**config.mk**
```make
export PLATFORM = sky130hd
export DESIGN_NAME = op_regfile_alu
export DESIGN_NICKNAME = d
export VERILOG_FILES = /design/src/rtl/opx_pkg.sv /design/src/rtl/opx_decode.sv /design/src/rtl/opx_alu.sv /design/src/rtl/opx_nzp.sv /design/src/rtl/opx_regfile.sv /design/src/rtl/op_regfile_alu.sv
export SDC_FILE = /design/constraint.sdc
export NUM_CORES = 1
export LEC_CHECK = 0
export BUFFER_PORTS_ARGS = -buffer_cell sky130_fd_sc_hd__clkbuf_2
export CORE_UTILIZATION = 42
export CTS_CLUSTER_DIAMETER = 100
export DETAILED_ROUTE_END_ITERATION = 16
export PLACE_DENSITY = 0.65
export SLEW_MARGIN = 20
export SYNTH_ARGS = -nofsm -noshare
export SYNTH_HDL_FRONTEND = slang
export SYNTH_SLANG_ARGS = --single-unit
```
**constraint.sdc**
```tcl
create_clock -name clk -period 12.2 [get_ports clk]
set_clock_uncertainty 0.1 [all_clocks]
set_input_delay 3.66 -clock clk [delete_from_list [all_inputs] [get_ports clk]]
set_output_delay 3.66 -clock clk [all_outputs]
set_load 0.05 [all_outputs]
```
**src/rtl/opx_pkg.sv**
```systemverilog
`timescale 1ns/1ps
package opx_pkg;

    localparam int INSTR_W = 16;

    localparam logic [3:0] OPC_ADD = 4'b0001;
    localparam logic [3:0] OPC_AND = 4'b0101;
    localparam logic [3:0] OPC_NOT = 4'b1001;

    typedef enum logic [1:0] {
        ALU_ADD = 2'd0,
        ALU_AND = 2'd1,
        ALU_INV = 2'd2
    } alu_op_e;

    typedef struct packed {
        logic n;
        logic z;
        logic p;
    } nzp_t;

    localparam nzp_t NZP_RESET = '{n: 1'b0, z: 1'b1, p: 1'b0};

endpackage

```
**src/rtl/opx_decode.sv**
```systemverilog
`timescale 1ns/1ps
module opx_decode
    import opx_pkg::*;
#(
    parameter int DATA_W = 16,
    parameter int IDX_W  = 3,
    parameter int IMM_W  = 5
) (
    input  logic [INSTR_W-1:0] instr_i,
    input  logic               valid_i,
    output logic               fire_o,
    output alu_op_e            alu_op_o,
    output logic [IDX_W-1:0]   dst_o,
    output logic [IDX_W-1:0]   src1_o,
    output logic [IDX_W-1:0]   src2_o,
    output logic               use_imm_o,
    output logic [DATA_W-1:0]  imm_o
);
    localparam int OPC_LSB  = INSTR_W - 4;
    localparam int DST_LSB  = OPC_LSB - IDX_W;
    localparam int SRC1_LSB = DST_LSB - IDX_W;
    localparam int MODE_BIT = IMM_W;
    localparam int EXT_W    = DATA_W - IMM_W;

    logic [3:0] opcode;
    logic       known;

    assign opcode = instr_i[INSTR_W-1:OPC_LSB];
    assign dst_o  = instr_i[DST_LSB +: IDX_W];
    assign src1_o = instr_i[SRC1_LSB +: IDX_W];
    assign src2_o = instr_i[IDX_W-1:0];
    assign imm_o  = {{EXT_W{instr_i[IMM_W-1]}}, instr_i[IMM_W-1:0]};

    always_comb begin
        known     = 1'b1;
        alu_op_o  = ALU_ADD;
        use_imm_o = instr_i[MODE_BIT];
        unique case (opcode)
            OPC_ADD: alu_op_o = ALU_ADD;
            OPC_AND: alu_op_o = ALU_AND;
            OPC_NOT: begin
                alu_op_o  = ALU_INV;
                use_imm_o = 1'b0;
            end
            default: known = 1'b0;
        endcase
    end

    assign fire_o = valid_i && known;

endmodule

```
**src/rtl/opx_alu.sv**
```systemverilog
`timescale 1ns/1ps
module opx_alu
    import opx_pkg::*;
#(
    parameter int DATA_W = 16
) (
    input  alu_op_e           op_i,
    input  logic [DATA_W-1:0] a_i,
    input  logic [DATA_W-1:0] b_i,
    output logic [DATA_W-1:0] y_o
);
    always_comb begin
        unique case (op_i)
            ALU_ADD: y_o = a_i + b_i;
            ALU_AND: y_o = a_i & b_i;
            ALU_INV: y_o = ~a_i;
            default: y_o = '0;
        endcase
    end
endmodule

```
**src/rtl/opx_nzp.sv**
```systemverilog
`timescale 1ns/1ps
module opx_nzp
    import opx_pkg::*;
#(
    parameter int DATA_W = 16
) (
    input  logic [DATA_W-1:0] value_i,
    output nzp_t              flags_o
);
    always_comb begin
        flags_o.n = value_i[DATA_W-1];
        flags_o.z = (value_i == '0);
        flags_o.p = !value_i[DATA_W-1] && (value_i != '0);
    end
endmodule

```
**src/rtl/opx_regfile.sv**
```systemverilog
`timescale 1ns/1ps
module opx_regfile #(
    parameter int DATA_W = 16,
    parameter int NREG   = 8,
    parameter int IDX_W  = $clog2(NREG)
) (
    input  logic              clk,
    input  logic              rst_n,
    input  logic              we_i,
    input  logic [IDX_W-1:0]  widx_i,
    input  logic [DATA_W-1:0] wdata_i,
    input  logic [IDX_W-1:0]  ra_i,
    output logic [DATA_W-1:0] ra_data_o,
    input  logic [IDX_W-1:0]  rb_i,
    output logic [DATA_W-1:0] rb_data_o,
    input  logic [IDX_W-1:0]  rp_i,
    output logic [DATA_W-1:0] rp_data_o
);
    logic [NREG-1:0][DATA_W-1:0] regs_d;
    logic [NREG-1:0][DATA_W-1:0] regs_q;

    for (genvar gi = 0; gi < NREG; gi++) begin : g_cell
        assign regs_d[gi] = (we_i && (widx_i == IDX_W'(gi))) ? wdata_i : regs_q[gi];
    end

    always_ff @(posedge clk or negedge rst_n) begin
        if (!rst_n) begin
            regs_q <= '0;
        end else begin
            regs_q <= regs_d;
        end
    end

    assign ra_data_o = regs_q[ra_i];
    assign rb_data_o = regs_q[rb_i];
    assign rp_data_o = regs_q[rp_i];

endmodule

```
**src/rtl/op_regfile_alu.sv**
```systemverilog
`timescale 1ns/1ps
module op_regfile_alu
    import opx_pkg::*;
#(
    parameter int DATA_W = 16,
    parameter int NREG   = 8,
    parameter int IMM_W  = 5
) (
    input  logic               clk,
    input  logic               rst_n,
    input  logic [INSTR_W-1:0] instr_i,
    input  logic               instr_valid_i,
    input  logic               ld_en_i,
    input  logic [$clog2(NREG)-1:0] ld_idx_i,
    input  logic [DATA_W-1:0]  ld_data_i,
    input  logic               ld_flags_i,
    input  logic [$clog2(NREG)-1:0] peek_idx_i,
    output logic [DATA_W-1:0]  peek_data_o,
    output logic [2:0]         flags_o
);
    localparam int IDX_W = $clog2(NREG);

    typedef struct packed {
        nzp_t flags;
    } state_t;

    state_t st_d;
    state_t st_q;

    logic              op_fire;
    alu_op_e           alu_op;
    logic [IDX_W-1:0]  dst_idx;
    logic [IDX_W-1:0]  src1_idx;
    logic [IDX_W-1:0]  src2_idx;
    logic              use_imm;
    logic [DATA_W-1:0] imm_val;
    logic [DATA_W-1:0] rs1_data;
    logic [DATA_W-1:0] rs2_data;
    logic [DATA_W-1:0] opnd_b;
    logic [DATA_W-1:0] alu_y;
    logic [DATA_W-1:0] wr_data;
    nzp_t              wr_flags;
    logic              rf_we;
    logic [IDX_W-1:0]  rf_widx;

    opx_decode #(
        .DATA_W (DATA_W),
        .IDX_W  (IDX_W),
        .IMM_W  (IMM_W)
    ) u_dec (
        .instr_i   (instr_i),
        .valid_i   (instr_valid_i),
        .fire_o    (op_fire),
        .alu_op_o  (alu_op),
        .dst_o     (dst_idx),
        .src1_o    (src1_idx),
        .src2_o    (src2_idx),
        .use_imm_o (use_imm),
        .imm_o     (imm_val)
    );

    opx_regfile #(
        .DATA_W (DATA_W),
        .NREG   (NREG),
        .IDX_W  (IDX_W)
    ) u_rf (
        .clk       (clk),
        .rst_n     (rst_n),
        .we_i      (rf_we),
        .widx_i    (rf_widx),
        .wdata_i   (wr_data),
        .ra_i      (src1_idx),
        .ra_data_o (rs1_data),
        .rb_i      (src2_idx),
        .rb_data_o (rs2_data),
        .rp_i      (peek_idx_i),
        .rp_data_o (peek_data_o)
    );

    assign opnd_b = use_imm ? imm_val : rs2_data;

    opx_alu #(.DATA_W(DATA_W)) u_alu (
        .op_i (alu_op),
        .a_i  (rs1_data),
        .b_i  (opnd_b),
        .y_o  (alu_y)
    );

    // Operate result has priority over the load port for the single write port.
    assign wr_data = op_fire ? alu_y : ld_data_i;

    opx_nzp #(.DATA_W(DATA_W)) u_nzp (
        .value_i (wr_data),
        .flags_o (wr_flags)
    );

    always_comb begin
        st_d    = st_q;
        rf_we   = 1'b0;
        rf_widx = ld_idx_i;
        if (op_fire) begin
            rf_we      = 1'b1;
            rf_widx    = dst_idx;
            st_d.flags = wr_flags;
        end else if (ld_en_i) begin
            rf_we = 1'b1;
            if (ld_flags_i) begin
                st_d.flags = wr_flags;
            end
        end
    end

    always_ff @(posedge clk or negedge rst_n) begin
        if (!rst_n) begin
            st_q.flags <= NZP_RESET;
        end else begin
            st_q <= st_d;
        end
    end

    assign flags_o = st_q.flags;

endmodule

```
* Word-level counts from Yosys, hierarchy flattened
Cells that the tools add are included.
** Word-level totals
- Bits in registers :: 131
- Bits in latches :: 0
- Memory bits (writable) :: 0
- Bits in read-only memories :: 0
- Input bits :: 43
- Output and inout port bits :: 19
- Logic and storage cells :: 66
- Memories kept :: 0
** Cells by class
- $add $sub $neg :: 1
- Multiply operators :: 0
- Divide/modulo/power cells :: 0
- $lt $le $gt $ge :: 3
- Equal/unequal tests :: 12
- Shift-type cells :: 0
- Mux-type cells :: 18
- Bitwise logic cells :: 2
- Reductions and logical operators :: 19
** Operator list (number)
- $bmux W16 S3 :: 3
- $mux W16 :: 5
- $pmux W16 S3 :: 1
- $add A16 B16 Y16 :: 1
- $and A16 B16 Y16 :: 1
- $logic_not A16 Y1 :: 1
- $not A16 Y16 :: 1
- $reduce_bool A16 Y1 :: 1
- $eq A3 B3 Y1 const B :: 4
- $lt A3 B4 Y1 const B :: 3
- $mux W3 :: 4
- $logic_and A1 B1 Y1 :: 10
- $eq A3 B2 Y1 const B :: 2
- $eq A4 B1 Y1 const B :: 1
- $eq A4 B3 Y1 const B :: 1
- $eq A4 B4 Y1 const B :: 1
- $mux W1 :: 4
- $pmux W2 S2 :: 1
- $reduce_bool A2 Y1 :: 2
- $eq A3 B1 Y1 const B :: 1
- $logic_not A3 Y1 :: 1
- $reduce_or A3 Y1 :: 1
- $eq A2 B1 Y1 const B :: 1
- $eq A2 B2 Y1 const B :: 1
- other kinds (3) :: 3

* Longest topological paths before layout
- Depth in word-level cells :: 11
- Depth in mapped cells :: 17

* Modules after synthesis
From an unflattened synthesis, not the netlist that was laid out.
** Unflattened totals
- Cell total of the unflattened synthesis :: 699
- Area, all modules :: 10030.9 µm²
** Modules (own cells, without submodules)
- opx_regfile :: instances 1, cells an instance 450, area an instance 8075.2 µm², seq. area each 3203.1 µm²
- opx_alu :: instances 1, cells an instance 165, area an instance 1066.0 µm², seq. area each 0.0 µm²
- op_regfile_alu :: instances 1, cells an instance 47, area an instance 603.1 µm², seq. area each 76.3 µm²
- opx_decode :: instances 1, cells an instance 30, area an instance 236.5 µm², seq. area each 0.0 µm²
- opx_nzp :: instances 1, cells an instance 7, area an instance 50.0 µm², seq. area each 0.0 µm²

* Worst setup path before layout
No wires, ideal clock.
- Path type :: input-to-output
- Start point :: input peek_idx_i[0]
- End point :: output peek_data_o[0]
- Arrival time :: 5366 ps
- Data required time :: 8440 ps
- Setup slack :: 3074 ps
- Cell stages on the path :: 4
- Path buffers :: 2
- Cells stage by stage :: clkbuf_1 buf_1 mux4_2 mux2_2
** Between the ends
- Longest elaborated chain between the ends :: 2
** Ends and longest elaborated chain
- start: declaration :: RTL line op_regfile_alu.sv:17 : input logic [$clog2(NREG)-1:0] peek_idx_i,
- $bmux W16 S3 :: RTL line opx_regfile.sv:36 : assign rp_data_o = regs_q[rp_i];
- $mux W16 (implied by the code) :: RTL line opx_regfile.sv:36
- end: declaration :: RTL line op_regfile_alu.sv:18 : output logic [DATA_W-1:0] peek_data_o,
No other way between the ends. The select of a mux whose other input is x is not followed.

* Worst setup path after layout
- Start point :: input peek_idx_i[0]
- End point :: output peek_data_o[7]
The elaborated chain is that of the path after synthesis.

==> run summary <==
Final nets - 1010
Vias in the first global route - 7614
Post-DP HPWL - 18.8 mm
Flop-to-flop setup slack - 7640 ps
Final hold vios - 0
WP data arrival - 5430 ps
Sequential power share - 0.348
Final worst-path cycle share - 0.753
Cell mode on critical path - clkbuf_2
Die height - 151 um
Starting Density - 0.428
Sw Ratio - 0.400
Top cell type's share of synthesized area - 0.348
Global-route wire length before repair - 44.4 mm
CORE AREA - 21800 sq um
CP Max Fanout - 32
Worst-Margin Slew - 996 ps
Via Count - 7862
Post-Syn Area per Cell - 10.1 sq um
Post-route DRC violation count - 0
Total grt overflow - 0
Synth Cell Area - 9340 sq um
Cell Chain, Critical Path - clkbuf_2, buf_4, mux4_2, mux2_2, clkbuf_2
Fraction of layout instances using a drive strength above 1 - 0.237
Kind of critical path - primary input to output port
Post CTS Setup Buffer Count - 0
Crit path buffers/inverters - 3
PortBufs - 61
Clock latency on the worst-skew pair - 430 ps
Setup crit start kind - primary input
Area leader, netlist - dfrtp_1
Psw - 0.816 mW
CTS clock-pin slew for the worst setup and hold paths - 60 ps
Synth unique cells - 73
EDFF count, synth - 0
Top cells by area, synth - dfrtp_1 35%, mux4_2 20%, o21ai_0 7.8%
Yosys warning count - 0
Setup TNS - 0 ps
Synth Net Count - 983
Number of top-level pins - 62
Crit path time final - 9190 ps
Die Wd - 151 um
H-Tree Depth - 4
Status - finished, final reports clean
WL final - 28.2 mm
HP Class - flip-flop to flip-flop
Via density - 6.33
Routed Antenna Nets - 0
Diodes inserted - 0
Sequential fraction of the synthesis area - 0.351
Seq cells post-synth - 131
Layout area overhead - 11.1%
Fmax - 109 MHz
Overall Global Routing Usage - 0.265
Std cell rows - 54
Worst Setup End Kind - output port
First-pass detailed-route iteration total - 5
Slowest-stage cell, CP - mux4_2
RSZ-0062 raised after global routing - no
Cts hold-fix bufs - 0
CTS max path bufs - 2
Comb power frac - 0.408
Slew Viols, Final - 0
Average wire per standard cell - 22.7 um
CP top delay family - multiplexers
Max Cap Violations - 0
Static leakage - 4.52 nW
Slew Limit Headroom - 0.336
Syn Inst Count - 923
Crit-path max cell delay - 580 ps
Final setup violation count - 0
Final GP Congestion - 0.898
Clk pwr share - 0.244
First DRT Iteration DRCs - 731
Internal Power - 1.22 mW
Main flop type after synthesis - dfrtp_1
Die area - 22800 sq um
Synth async-reset ratio - 1.00
Commonest non-fill, non-tap cell in the layout - nand2_1
VDD IR max - 0.0000751 V
Clock sink count - 131
Post-CTS Resized - 0
Fin util - 0.475
CTS root buf - clkbuf_16
Maximum number of pins on one net before global-route repair - 69
CP required - 8440 ps
Most frequent cells in the layout - 171 x nand2_1, 145 x o21ai_0, 130 x dfrtp_1
Antenna violations before repair - 0
P per Cell Area - 197 nW/um^2
Inserted Clock Buffers - 17
CTS tree - yes
==> final timing paths <==
check                                   to  cells after the start              from
max                         peek_data_o[7]                      5     peek_idx_i[0]
min                             flags_o[1]                      2        flags_o[1]
max reg2reg                     flags_o[0]                     12  u_rf.regs_q[116]
min reg2reg                     flags_o[1]                      2        flags_o[1]
max in group asynchronous       flags_o[0]                      2             rst_n
min in group asynchronous  u_rf.regs_q[36]                      1             rst_n
==> layout make-up <==
cell class | count | area [sq um]
clock inverter | 14 | 144
multi-input combinational | 714 | 5720
clock buffer | 18 | 429
sequential | 131 | 3280
timing repair buffer | 75 | 413
tap | 280 | 350
inverter | 11 | 41.3
fill | 2004 | 11500
==> sequential cells by signal, indices dropped and copies added, names as in the netlist <==
| signal | cells |
|---|---|
| flags_o | 3 |
| u_rf.regs_q | 128 |
==> worst min-delay path, stage by stage (launching register included) <==
cell	delay (ps)
dfstp_2	370
nand2_1	60
o31ai_2	60
==> through the flow <==
stage	hold WS [ps]	total power, mW	setup slack, ps	cell area [sq um]	std cells
after floorplan	375	1.31	3070	9340	923
after global routing	419	2.16	2890	10400	1243
after detailed placement	381	1.53	2980	9800	1211
after CTS	390	2.04	2970	10400	1243
final	385	2.04	3010	10400	1243
after global placement	362	1.51	3010	9790	1211
==> Yosys cell counts (2+ instances only) <==
master     instances
and3b_1            2
ha_1              16
nand2b_1           3
o21ai_1            8
and2_1             7
a221oi_1           7
mux2_2            23
o22a_1             2
nor3_1            12
a21boi_0           2
buf_2              4
buf_6              3
mux4_2            83
a21o_1            10
and3_1             8
o21a_1             2
mux2i_1           43
nand2_1          171
a2111oi_0          2
o31ai_1            2
nor2_1            23
clkinv_1           2
xnor2_1            4
nor2b_1            6
or2_2              3
nand3_1           11
clkbuf_1          47
dfrtp_1          130
o22ai_1            2
a31oi_1            6
a22o_1             6
inv_1              9
o221ai_1           2
buf_1              9
o21ai_0          145
a211oi_1          13
a22oi_1            3
nand4_1            4
a21oi_1           38
o211a_1            5
nand3b_1           6
buf_4              3
o211ai_1           4
a31o_2             3
==> power by group through the flow <==
stage | Combinational, mW | Clock, mW | Sequential [mW]
floorplan | 0.644 | 0 | 0.662
detailed placement | 0.822 | 0 | 0.710
CTS | 0.826 | 0.506 | 0.704
global placement | 0.809 | 0 | 0.705
finish | 0.831 | 0.498 | 0.710
global route | 0.911 | 0.528 | 0.726
==> kinds of logic after synthesis <==
logic type | share of synthesized area
flops | 0.351
simple gates | 0.125
xor+xnor | 0.00469
mux | 0.277
compound gates | 0.182
fa+ha+maj | 0.0236
buf+inv | 0.0373
==> routing by layer <==
layer	global-route usage	up-vias	routed length (um)
li1	-	3555	-
met5	0	-	0
met4	0.0915	0	679
met2	0.414	393	12900
met3	0.0485	47	2380
met1	0.370	3867	12200
(Power assumes the default switching activity.)
